--- src/rtl/ecc_scrub_pkg.sv ---
package ecc_scrub_pkg;

  localparam int WORD_W     = 32;
  localparam int NUM_SCRUB  = 5;   // units visited, in scrub order
  localparam int NUM_EN     = 6;   // resolved enables (scrub units + L2)
  localparam int NUM_PAIRED = 5;   // units described by word0 pairs

  // enable vector positions; 0..4 also equal scrub order
  localparam int EN_RF     = 0;
  localparam int EN_L1D    = 1;
  localparam int EN_L1T    = 2;
  localparam int EN_CBU    = 3;
  localparam int EN_ICACHE = 4;
  localparam int EN_L2     = 5;

  // instruction cache bits inside word1
  localparam int IC_L0_VAL = 0;
  localparam int IC_L0_OVR = 1;
  localparam int IC_L1_VAL = 2;
  localparam int IC_L1_OVR = 3;

  typedef enum logic [2:0] {
    ST_IDLE,
    ST_PICK,
    ST_WRITE,
    ST_READ,
    ST_WAIT
  } seq_state_e;

  // task mask of a unit, indexed by scrub order
  function automatic logic [WORD_W-1:0] scrub_mask(input int unsigned idx);
    case (idx)
      0:       return WORD_W'(32'h0000_00FF);
      1, 2:    return WORD_W'(32'h0000_0003);
      3, 4:    return WORD_W'(32'h0000_000F);
      default: return '0;
    endcase
  endfunction

  // value bit of paired unit p in word0
  function automatic int pair_val_pos(input int p);
    case (p)
      0:       return 0;
      1:       return 4;
      2:       return 8;
      3:       return 12;
      default: return 20;
    endcase
  endfunction

  // override bit sits three places above its value bit
  function automatic int pair_ovr_pos(input int p);
    return pair_val_pos(p) + 3;
  endfunction

  // enable vector position fed by paired unit p
  function automatic int pair_dst(input int p);
    case (p)
      0:       return EN_RF;
      1:       return EN_L1D;
      2:       return EN_L1T;
      3:       return EN_L2;
      default: return EN_CBU;
    endcase
  endfunction

  function automatic logic take_enable(input logic fuse, input logic ovr,
                                       input logic val);
    return ovr ? val : fuse;
  endfunction

endpackage

--- src/rtl/ecc_en_resolver.sv ---
module ecc_en_resolver
  import ecc_scrub_pkg::*;
(
  input  logic              fuse_ecc_en,
  input  logic              fuse_ovr_dis,
  input  logic [WORD_W-1:0] ovr_word0,
  input  logic [WORD_W-1:0] ovr_word1,
  output logic [NUM_EN-1:0] en
);

  logic [NUM_EN-1:0] per_unit;

  for (genvar p = 0; p < NUM_PAIRED; p++) begin : g_pair
    localparam int VP  = pair_val_pos(p);
    localparam int OP  = pair_ovr_pos(p);
    localparam int DST = pair_dst(p);
    assign per_unit[DST] = take_enable(fuse_ecc_en, ovr_word0[OP], ovr_word0[VP]);
  end

  logic ic_ovr;
  logic ic_val;
  assign ic_ovr = ovr_word1[IC_L0_OVR] & ovr_word1[IC_L1_OVR];
  assign ic_val = ovr_word1[IC_L0_VAL] & ovr_word1[IC_L1_VAL];
  assign per_unit[EN_ICACHE] = take_enable(fuse_ecc_en, ic_ovr, ic_val);

  assign en = fuse_ovr_dis ? {NUM_EN{fuse_ecc_en}} : per_unit;

  // reserved bits of the override words carry no meaning here
  logic unused_ovr_bits;
  assign unused_ovr_bits = ^{ovr_word0, ovr_word1};

endmodule

--- src/rtl/ecc_poll_pacer.sv ---
module ecc_poll_pacer #(
  parameter int INTERVAL = 10,
  parameter int LIMIT    = 100
) (
  input  logic clk,
  input  logic rst_n,
  input  logic clear,      // unit launched: restart poll accounting
  input  logic retry,      // a status read came back busy
  output logic wait_done,  // spacing interval has elapsed
  output logic last_poll   // the read in flight is the final one allowed
);

  localparam int CNT_W = $clog2(LIMIT + 1);
  localparam int TMR_W = (INTERVAL > 1) ? $clog2(INTERVAL) : 1;
  localparam logic [CNT_W-1:0] LAST_CNT = CNT_W'(LIMIT - 1);
  localparam logic [TMR_W-1:0] TMR_LOAD = TMR_W'(INTERVAL - 1);

  logic [CNT_W-1:0] poll_cnt;
  logic [TMR_W-1:0] tmr;
  logic             waiting;

  always_ff @(posedge clk or negedge rst_n) begin
    if (!rst_n) begin
      poll_cnt <= '0;
      tmr      <= '0;
      waiting  <= 1'b0;
    end else if (clear) begin
      poll_cnt <= '0;
      tmr      <= '0;
      waiting  <= 1'b0;
    end else if (retry) begin
      poll_cnt <= poll_cnt + 1'b1;
      tmr      <= TMR_LOAD;
      waiting  <= 1'b1;
    end else if (waiting) begin
      if (tmr == '0) waiting <= 1'b0;
      else           tmr <= tmr - 1'b1;
    end
  end

  assign wait_done = waiting && (tmr == '0);
  assign last_poll = (poll_cnt == LAST_CNT);

  // the sequencer never reports a busy read while a spacing interval runs
  p_no_retry_while_waiting_r6: assert property (@(posedge clk) disable iff (!rst_n)
    waiting |-> !retry);

endmodule

--- src/rtl/ecc_scrub_seq.sv ---
module ecc_scrub_seq
  import ecc_scrub_pkg::*;
#(
  parameter int ADDR_W        = 16,
  parameter int POLL_INTERVAL = 10,
  parameter int POLL_BUDGET   = 1000,
  parameter logic [NUM_SCRUB-1:0][ADDR_W-1:0] BCAST_ADDR =
    {16'h4140, 16'h4130, 16'h4120, 16'h4110, 16'h4100},
  parameter logic [NUM_SCRUB-1:0][ADDR_W-1:0] STAT_ADDR =
    {16'h8140, 16'h8130, 16'h8120, 16'h8110, 16'h8100}
) (
  input  logic                 clk,
  input  logic                 rst_n,
  input  logic                 start,
  input  logic                 fuse_ecc_en,
  input  logic                 fuse_ovr_dis,
  input  logic [WORD_W-1:0]    ovr_word0,
  input  logic [WORD_W-1:0]    ovr_word1,
  output logic                 reg_req,
  output logic                 reg_we,
  output logic [ADDR_W-1:0]    reg_addr,
  output logic [WORD_W-1:0]    reg_wdata,
  input  logic                 reg_ack,
  input  logic [WORD_W-1:0]    reg_rdata,
  output logic [NUM_EN-1:0]    unit_en,
  output logic [NUM_SCRUB-1:0] unit_fail,
  output logic                 done
);

  localparam int POLL_LIMIT = POLL_BUDGET / POLL_INTERVAL;
  localparam int IDX_W      = $clog2(NUM_SCRUB + 1);
  localparam logic [IDX_W-1:0] IDX_END = IDX_W'(NUM_SCRUB);

  seq_state_e state, state_nx;
  logic [IDX_W-1:0]     idx;
  logic [NUM_EN-1:0]    en_q;
  logic [NUM_SCRUB-1:0] fail_q;
  logic                 done_q;
  logic [NUM_EN-1:0]    en_resolved;

  // named internal events
  logic                 start_acc;
  logic                 idx_valid;
  logic                 cur_en;
  logic [WORD_W-1:0]    cur_mask;
  logic                 write_ack;
  logic                 read_clean;
  logic                 read_busy;
  logic                 give_up;
  logic                 retry;
  logic                 skip_unit;
  logic                 advance;
  logic                 seq_end;
  logic                 wait_done;
  logic                 last_poll;

  ecc_en_resolver u_resolver (
    .fuse_ecc_en  (fuse_ecc_en),
    .fuse_ovr_dis (fuse_ovr_dis),
    .ovr_word0    (ovr_word0),
    .ovr_word1    (ovr_word1),
    .en           (en_resolved)
  );

  ecc_poll_pacer #(
    .INTERVAL (POLL_INTERVAL),
    .LIMIT    (POLL_LIMIT)
  ) u_pacer (
    .clk       (clk),
    .rst_n     (rst_n),
    .clear     (write_ack),
    .retry     (retry),
    .wait_done (wait_done),
    .last_poll (last_poll)
  );

  assign start_acc  = start && (state == ST_IDLE);
  assign idx_valid  = (idx < IDX_END);
  assign cur_en     = idx_valid && en_q[idx];
  assign cur_mask   = scrub_mask(32'(idx));
  assign write_ack  = (state == ST_WRITE) && reg_ack;
  assign read_clean = (state == ST_READ) && reg_ack && ((reg_rdata & cur_mask) == '0);
  assign read_busy  = (state == ST_READ) && reg_ack && !read_clean;
  assign give_up    = read_busy && last_poll;
  assign retry      = read_busy && !last_poll;
  assign skip_unit  = (state == ST_PICK) && idx_valid && !cur_en;
  assign advance    = skip_unit || read_clean || give_up;
  assign seq_end    = (state == ST_PICK) && !idx_valid;

  always_comb begin
    state_nx = state;
    case (state)
      ST_IDLE:  if (start)            state_nx = ST_PICK;
      ST_PICK:  if (!idx_valid)       state_nx = ST_IDLE;
                else if (cur_en)      state_nx = ST_WRITE;
      ST_WRITE: if (reg_ack)          state_nx = ST_READ;
      ST_READ:  if (read_clean || give_up) state_nx = ST_PICK;
                else if (retry)       state_nx = ST_WAIT;
      ST_WAIT:  if (wait_done)        state_nx = ST_READ;
      default:                        state_nx = ST_IDLE;
    endcase
  end

  always_ff @(posedge clk or negedge rst_n) begin
    if (!rst_n) begin
      state  <= ST_IDLE;
      idx    <= '0;
      en_q   <= '0;
      fail_q <= '0;
      done_q <= 1'b0;
    end else begin
      state  <= state_nx;
      done_q <= seq_end;
      if (start_acc) begin
        idx    <= '0;
        en_q   <= en_resolved;
        fail_q <= '0;
      end else begin
        if (give_up) fail_q[idx] <= 1'b1;
        if (advance) idx <= idx + 1'b1;
      end
    end
  end

  // bus master outputs follow the state directly
  always_comb begin
    reg_req   = (state == ST_WRITE) || (state == ST_READ);
    reg_we    = (state == ST_WRITE);
    reg_wdata = (state == ST_WRITE) ? cur_mask : '0;
    reg_addr  = '0;
    if (idx_valid) begin
      if (state == ST_WRITE)     reg_addr = BCAST_ADDR[idx];
      else if (state == ST_READ) reg_addr = STAT_ADDR[idx];
    end
  end

  assign unit_en   = en_q;
  assign unit_fail = fail_q;
  assign done      = done_q;

  // request held steady until acknowledged
  p_bus_hold_r11: assert property (@(posedge clk) disable iff (!rst_n)
    (reg_req && !reg_ack) |=> (reg_req && $stable(reg_addr) && $stable(reg_we)
                               && $stable(reg_wdata)));

  // every access belongs to an enabled unit
  p_access_enabled_r4: assert property (@(posedge clk) disable iff (!rst_n)
    reg_req |-> (idx_valid && unit_en[idx]));

  // done is a single-cycle pulse
  p_done_pulse_r8: assert property (@(posedge clk) disable iff (!rst_n)
    done |=> !done);

  // enables change only on an accepted start
  p_en_stable_r10: assert property (@(posedge clk) disable iff (!rst_n)
    !start_acc |=> $stable(unit_en));

  // within a run, fail flags only ever rise
  p_fail_rise_only_r7: assert property (@(posedge clk) disable iff (!rst_n)
    !start_acc |=> (($past(unit_fail) & ~unit_fail) == '0));

  // a start during a run leaves the sequencer busy
  p_start_ignored_r9: assert property (@(posedge clk) disable iff (!rst_n)
    (start && state != ST_IDLE && !seq_end) |=> (state != ST_IDLE));

endmodule

--- config.mk ---
export PLATFORM = sky130hd
export DESIGN_NAME = ecc_scrub_seq
export DESIGN_NICKNAME = d
export VERILOG_FILES = /design/src/rtl/ecc_scrub_pkg.sv /design/src/rtl/ecc_en_resolver.sv /design/src/rtl/ecc_poll_pacer.sv /design/src/rtl/ecc_scrub_seq.sv
export SDC_FILE = /design/constraint.sdc
export NUM_CORES = 1
export LEC_CHECK = 0
export ABC_AREA = 1
export BUFFER_PORTS_ARGS = -buffer_cell sky130_fd_sc_hd__clkbuf_2
export CORE_MARGIN = 1
export CORE_UTILIZATION = 35
export DETAILED_ROUTE_END_ITERATION = 6
export PLACE_DENSITY = 0.69
export SETUP_SLACK_MARGIN = 0.15
export SLEW_MARGIN = 20
export SYNTH_ARGS = -nofsm -noshare
export SYNTH_HDL_FRONTEND = slang
export SYNTH_HIERARCHICAL = 1
export SYNTH_SLANG_ARGS = --single-unit
--- constraint.sdc ---
create_clock -name clk -period 2.3 [get_ports clk]
set_input_delay 0.345 -clock clk [delete_from_list [all_inputs] [get_ports clk]]
set_output_delay 0.345 -clock clk [all_outputs]
set_load 0.005 [all_outputs]
[Word level (Yosys, flattened, before mapping)]
Memory sizes are Yosys's and may differ from the RTL's.
Index checks and enable logic that the tools add are counted.
Operators by class
  $add $sub $neg: 3
  $lt $le $gt $ge: 3
  equal/unequal tests: 15
  mux-type cells: 40
  bitwise gates (word level): 4
  reduce and logical (&&, ||, !) cells: 33
Operators by type and width (number)
  2-to-1 mux 16 bit: 5
  bitwise AND 32 bit: 1
  logical NOT 32 bit: 1
  2-to-1 mux 32 bit: 1
  2-to-1 mux 3 bit: 9
  case mux 8 bit (3 select lines): 1
  2-to-1 mux 4 bit: 4
  case mux 3 bit (5 select lines): 1
  2-to-1 mux 7 bit: 2
  logical AND 1 bit: 13
  equality test 3 x 2 -> 1 bit (second input constant): 4
  2-to-1 mux 1 bit: 12
  2-to-1 mux 5 bit: 2
  adder 7 x 1 -> 7 bit (second input constant): 1
  equality test 7 bit (second input constant): 1
  equality test 3 x 1 -> 1 bit (second input constant): 2
  equality test 3 bit (second input constant): 2
  logical NOT 3 bit: 2
  2-to-1 mux 6 bit: 1
  != test 3 x 2 -> 1 bit (second input constant): 2
  nonzero test 2 bit: 3
  OR 5 bit: 1
  AND reduction 5 bit: 1
  logical NOT 1 bit: 4
  16 further kinds: 22
Storage, ports and cells
  register bits after elaboration: 30
  memory bits (read-only): 256
  input bits: 102
  output and inout bits: 62
  memories: 2
Memories
  (name not given): words 8, bits a word 16, read ports 1, clocked after Yosys merged registers in 0, wr ports 0, line ecc_scrub_seq.sv:133  | else if (state == ST_READ) reg_addr = STAT_ADDR[idx];
  (name not given): words 8, bits a word 16, read ports 1, clocked after Yosys merged registers in 0, wr ports 0, line ecc_scrub_seq.sv:132  | if (state == ST_WRITE) reg_addr = BCAST_ADDR[idx];

[Logic depth before layout (Yosys ltp)]
  depth after elaboration: 12
  depth in mapped cells: 17

[Modules after synthesis]
The synthesis kept the hierarchy.
By module, submodules not included
  ecc_scrub_seq: instances 1, cells an instance 195, area each 1461.4 sq um
  ecc_poll_pacer: instances 1, cells an instance 89, area each 679.4 sq um
  ecc_en_resolver: instances 1, cells an instance 30, area each 135.1 sq um

[Worst setup path before layout]
OpenSTA, ideal clock, no wires.
  path kind: register to register
  from: reg idx[0]
  to: reg u_pacer.poll_cnt[4]
  library setup time: 0.141 ns
  arrival time: 1.977 ns
  setup slack: 0.182 ns
  stages on the path, launching flop included: 17
  path buffers: 1
  clock period less this slack: 2.118 ns
  path through: dfrtp_1 -> buf_2 -> inv_2 -> ha_1 -> inv_1 -> nor2_1 -> nand2_1 -> nand2_1 -> inv_1 -> nand2_4 -> nand2_2 -> nor2_1 -> nor2_4 -> nor2_4 -> nand2_1 -> nor2_1 -> nor3_1
On the way
  cells in the longest elaborated chain, start to end: 10
  elaborated cells between the ends (all ways): 15
RTL lines
  start, declared: line ecc_scrub_seq.sv:35  | logic [IDX_W-1:0] idx;
  start signal, assigned: line ecc_scrub_seq.sv:120  | if (advance) idx <= idx + 1'b1;
  equality test 3 x 2 -> 1 bit, or another cell as far along: line ecc_scrub_pkg.sv:32  | case (idx)
  OR reduction 2 bit: line ecc_scrub_pkg.sv:32
  case mux 8 bit (3 select lines) (*): line ecc_scrub_pkg.sv:32
  bitwise AND 32 bit (*): line ecc_scrub_seq.sv:82  | assign read_clean = (state == ST_READ) && reg_ack && ((reg_rdata & cur_mask) == '0);
  logical NOT 32 bit (*): line ecc_scrub_seq.sv:82
  logical AND 1 bit (*): line ecc_scrub_seq.sv:82
  logical NOT 1 bit (*): line ecc_scrub_seq.sv:83  | assign read_busy = (state == ST_READ) && reg_ack && !read_clean;
  logical AND 1 bit (*): line ecc_scrub_seq.sv:83
  logical AND 1 bit (*): line ecc_scrub_seq.sv:85  | assign retry = read_busy && !last_poll;
  net retry: line ecc_scrub_seq.sv:50  | logic retry;
  nonzero test 2 bit (no line) (*)
  end signal, assigned: line ecc_poll_pacer.sv:32  | poll_cnt <= poll_cnt + 1'b1;
  end, declared: line ecc_poll_pacer.sv:18  | logic [CNT_W-1:0] poll_cnt;
The timed path passes the listed nets; every way through them passes the cells marked *.
A chain may end at the register's enable or synchronous reset.

[Worst setup path after layout]
  from: reg idx[1]
  to: reg u_pacer.poll_cnt[6]
The elaborated chain is that of the path after synthesis.

==> insert_results.sql <==
INSERT INTO impl_metrics (metric_group, metric, value, unit) VALUES
('layout', 'layout-area-overhead-vs-synth', '15.0', '%'),
('pwr', 'power.switching', '1.25', 'mW'),
('drt', 'drt-wirelength-per-cell', '10.5', 'um'),
('floorplanning', 'dieArea', '6830', 'um2'),
('floorplanning', 'area_of_the_core', '6310', 'um2'),
('drt', 'initialDrtViolationCount', '85', ''),
('place', 'portBuffers', '55', ''),
('floorplanning', 'die-width', '82.6', 'um'),
('pwr', 'cellLeakagePower', '1.49', 'nW'),
('global_route', 'global_route_wire_length_before_repair', '7.78', 'mm'),
('place', 'post_dp_cell_area', '2480', 'um2'),
('cts', 'clk_root_buffer_cell', 'sky130_fd_sc_hd__clkbuf_8', ''),
('global_route', 'grtUsageMet1', '18.5', '%'),
('worst_setup_path', 'crit_arrival', '2170', 'ps'),
('drt', 'route.vias.total', '2045', ''),
('min_path', 'holdCritPathClass', 'in -> async', ''),
('worst_setup_path', 'worst_setup_path_start_kind', 'register', ''),
('synthesis', 'seq_area_frac_synth', '33.0', '%'),
('worst_setup_path', 'required', '2480', 'ps'),
('pwr', 'seqPwrFrac', '31.1', '%'),
('timing', 'worst_slew_pin_slew', '760', 'ps'),
('pwr', 'ir_drop', '0.593', 'mV'),
('timing', 'unrepaired_setup_endpoints_after_global_routing', 'true', ''),
('global_route', 'largest_net_degree_at_the_start_of_global_routing', '31', ''),
('global_route', 'globalRoute.busiestLayer', 'met2', ''),
('place', 'detailedPlacementHpwl', '3.58', 'mm'),
('drt', 'antenna_left', '0', ''),
('place', 'gpl.final_weighted_congestion', '0.784', ''),
('synthesis', 'ys_ff_latch', '30', ''),
('worst_setup_path', 'setup.worst_path.class', 'reg -> reg', ''),
('layout', 'post-route-util', '41.5', '%'),
('worst_setup_path', 'timing.reg2reg.worst_path_depth', '15', ''),
('timing', 'finalHoldViolCount', '0', ''),
('timing', 'report.final.setup_viol', '0', ''),
('place', 'place_inst', '441', ''),
('pwr', 'clock_power_share', '18.4', '%'),
('timing', 'final_worst_setup_slack', '309', 'ps'),
('synthesis', 'post_synth_inst_count', '314', ''),
('timing', 'max_clock_freq', '0.502', 'GHz'),
('floorplanning', 'row_count', '29', ''),
('cts', 'post_cts_buffers', '0', ''),
('global_route', 'first_global_vias', '1818', ''),
('cts', 'cts_tree', 'done', ''),
('cts', 'cts.path.max_buffers', '2', ''),
('pwr', 'p_sw_share', '45.0', '%'),
('synthesis', 'synth_area_per_cell', '7.25', 'um2'),
('floorplanning', 'dieHeight', '82.6', 'um'),
('worst_setup_path', 'crit-reg2reg-capture', 'u_pacer/poll_cnt[6]', ''),
('pwr', 'total_power', '2.79', 'mW'),
('layout', 'final_cell_mix', 'sky130_fd_sc_hd__nand2_1, sky130_fd_sc_hd__clkbuf_2, sky130_fd_sc_hd__inv_1', ''),
('pwr', 'power_density', '1060', 'nW/um2'),
('floorplanning', 'start_util', '36.0', '%'),
('layout', 'mostFrequentLayoutCell', 'sky130_fd_sc_hd__nand2_1', ''),
('timing', 'period_share', '86.5', '%'),
('cts', 'cts_inserted_buffers', '5', ''),
('layout', 'final_design_area_no_fill', '2620', 'um2'),
('global_route', 'initial_antenna_violation_count', '0', ''),
('drt', 'drt_drc_violations_left', '0', ''),
('run_status', 'status', 'finished clean', ''),
('synthesis', 'yosys_warnings', '6', ''),
('drt', 'drt_wl_total', '4.70', 'mm'),
('drt', 'drt_pre_antenna_iters', '4', ''),
('pwr', 'p_int', '1.53', 'mW'),
('floorplanning', 'top_level_ports', '164', ''),
('cts', 'htreeDepth', '2', ''),
('cts', 'clk_transition_reported_paths', '70', 'ps'),
('worst_setup_path', 'crit_path_end_kind', 'register', ''),
('worst_setup_path', 'cp_max_fo', '7', ''),
('timing', 'fin_setup_tns', '0', 'ps'),
('timing', 'maxSlewViolCount', '0', ''),
('cts', 'cts_num_sinks', '30', '');
synth_stat cells:
cell                       number  area, um2
sky130_fd_sc_hd__nand2_1       71        267
sky130_fd_sc_hd__buf_4         40        300
sky130_fd_sc_hd__inv_1         36        135
sky130_fd_sc_hd__nor2_1        33        124
sky130_fd_sc_hd__dfrtp_1       30        751
sky130_fd_sc_hd__nand3_1       11       55.1
sky130_fd_sc_hd__o21ai_0       11       55.1
sky130_fd_sc_hd__nand2_2        9       56.3
sky130_fd_sc_hd__a21oi_1        8       40.0
sky130_fd_sc_hd__ha_1           7       87.6
sky130_fd_sc_hd__nand4_1        7       43.8
sky130_fd_sc_hd__inv_2          6       22.5
sky130_fd_sc_hd__nor3_1         6       30.0
sky130_fd_sc_hd__o21ai_1        6       30.0
sky130_fd_sc_hd__nand3_2        5       50.1
sky130_fd_sc_hd__nor2_4         4       45.0
sky130_fd_sc_hd__nand3b_1       3       22.5
sky130_fd_sc_hd__nor2_2         3       18.8
sky130_fd_sc_hd__o21a_1         3       22.5
sky130_fd_sc_hd__inv_4          2       12.5
sky130_fd_sc_hd__nand2_4        2       22.5
sky130_fd_sc_hd__or2_2          2       12.5
sky130_fd_sc_hd__a21oi_4        1       16.3
sky130_fd_sc_hd__and3_1         1       6.26
sky130_fd_sc_hd__buf_2          1       5.00
sky130_fd_sc_hd__buf_6          1       11.3
sky130_fd_sc_hd__conb_1         1       3.75
sky130_fd_sc_hd__nor4_1         1       6.26
sky130_fd_sc_hd__o22ai_1        1       6.26
sky130_fd_sc_hd__xnor2_1        1       8.76
sky130_fd_sc_hd__xor2_1         1       8.76
registers in the layout (all words and copies together) (netlist names):
signal / count
state: 3
u_pacer/waiting: 1
idx: 3
unit_en: 6
unit_fail: 5
u_pacer/tmr: 4
done: 1
u_pacer/poll_cnt: 7
final cells by class:
type	instances	area, um2
fill	665	3700
multi-input combinational	231	1180
sequential	30	752
timing repair buffer	59	305
inverter	44	170
clock buffer	8	110
tap	77	96.3
worst max path at each step:
stage,start,to
3_3_place_gp,idx[1],u_pacer/poll_cnt[6]
4_1_cts,idx[1],u_pacer/tmr[3]
6_report,idx[1],u_pacer/poll_cnt[6]
3_5_place_dp,idx[1],u_pacer/poll_cnt[6]
2_1_floorplan,idx[0],u_pacer/poll_cnt[4]
5_1_grt,idx[1],u_pacer/poll_cnt[6]
critical path, cell delays in order, from the launching register on:
cell,delay [ps]
sky130_fd_sc_hd__dfrtp_2,460
sky130_fd_sc_hd__inv_2,100
sky130_fd_sc_hd__ha_2,210
sky130_fd_sc_hd__inv_1,80
sky130_fd_sc_hd__nor2_1,90
sky130_fd_sc_hd__nand2_1,60
sky130_fd_sc_hd__nand2_1,60
sky130_fd_sc_hd__inv_1,70
sky130_fd_sc_hd__nand2_4,90
sky130_fd_sc_hd__nand2_2,90
sky130_fd_sc_hd__nor2_4,130
sky130_fd_sc_hd__nor2_4,70
sky130_fd_sc_hd__nor2_4,130
sky130_fd_sc_hd__nand3_2,90
sky130_fd_sc_hd__nor2_1,100
sky130_fd_sc_hd__nor2_1,50
layer usage:
metal  routed length (um)  vias to the layer above  part of all wire [%]
met5                    0                        -                     0
met4                   78                        0                   1.7
met3                  417                        6                   8.9
met2                 2070                       94                    44
met1                 2140                      921                    46
li1                     -                     1024                     -
kinds of logic (layout without fill, tap and decap cells):
family	after synthesis	after routing	synth area share [%]
and+or+nand+nor	158	158	33.4
buffers and inverters	86	111	21.4
AOI/OAI and AO/OA	30	30	7.48
DFF	30	30	33.0
adders and majority gates	7	7	3.85
xor gates and xnor gates	2	2	0.770
other	1	34	0.165
power by group through the flow:
stage	logic [mW]	registers (mW)	clock network, mW
floorplan	1.08	0.820	0
global placement	1.34	0.867	0
detailed placement	1.38	0.871	0
CTS	1.39	0.861	0.529
global route	1.62	0.893	0.554
finish	1.41	0.867	0.513
what timing repair did:
action / 4_1_cts / 5_1_grt
setup endpoints to repair: 3 / 13
gates resized for setup: 1 / 7
hold buffers: 0 / 0
(Power assumes the default switching activity.)
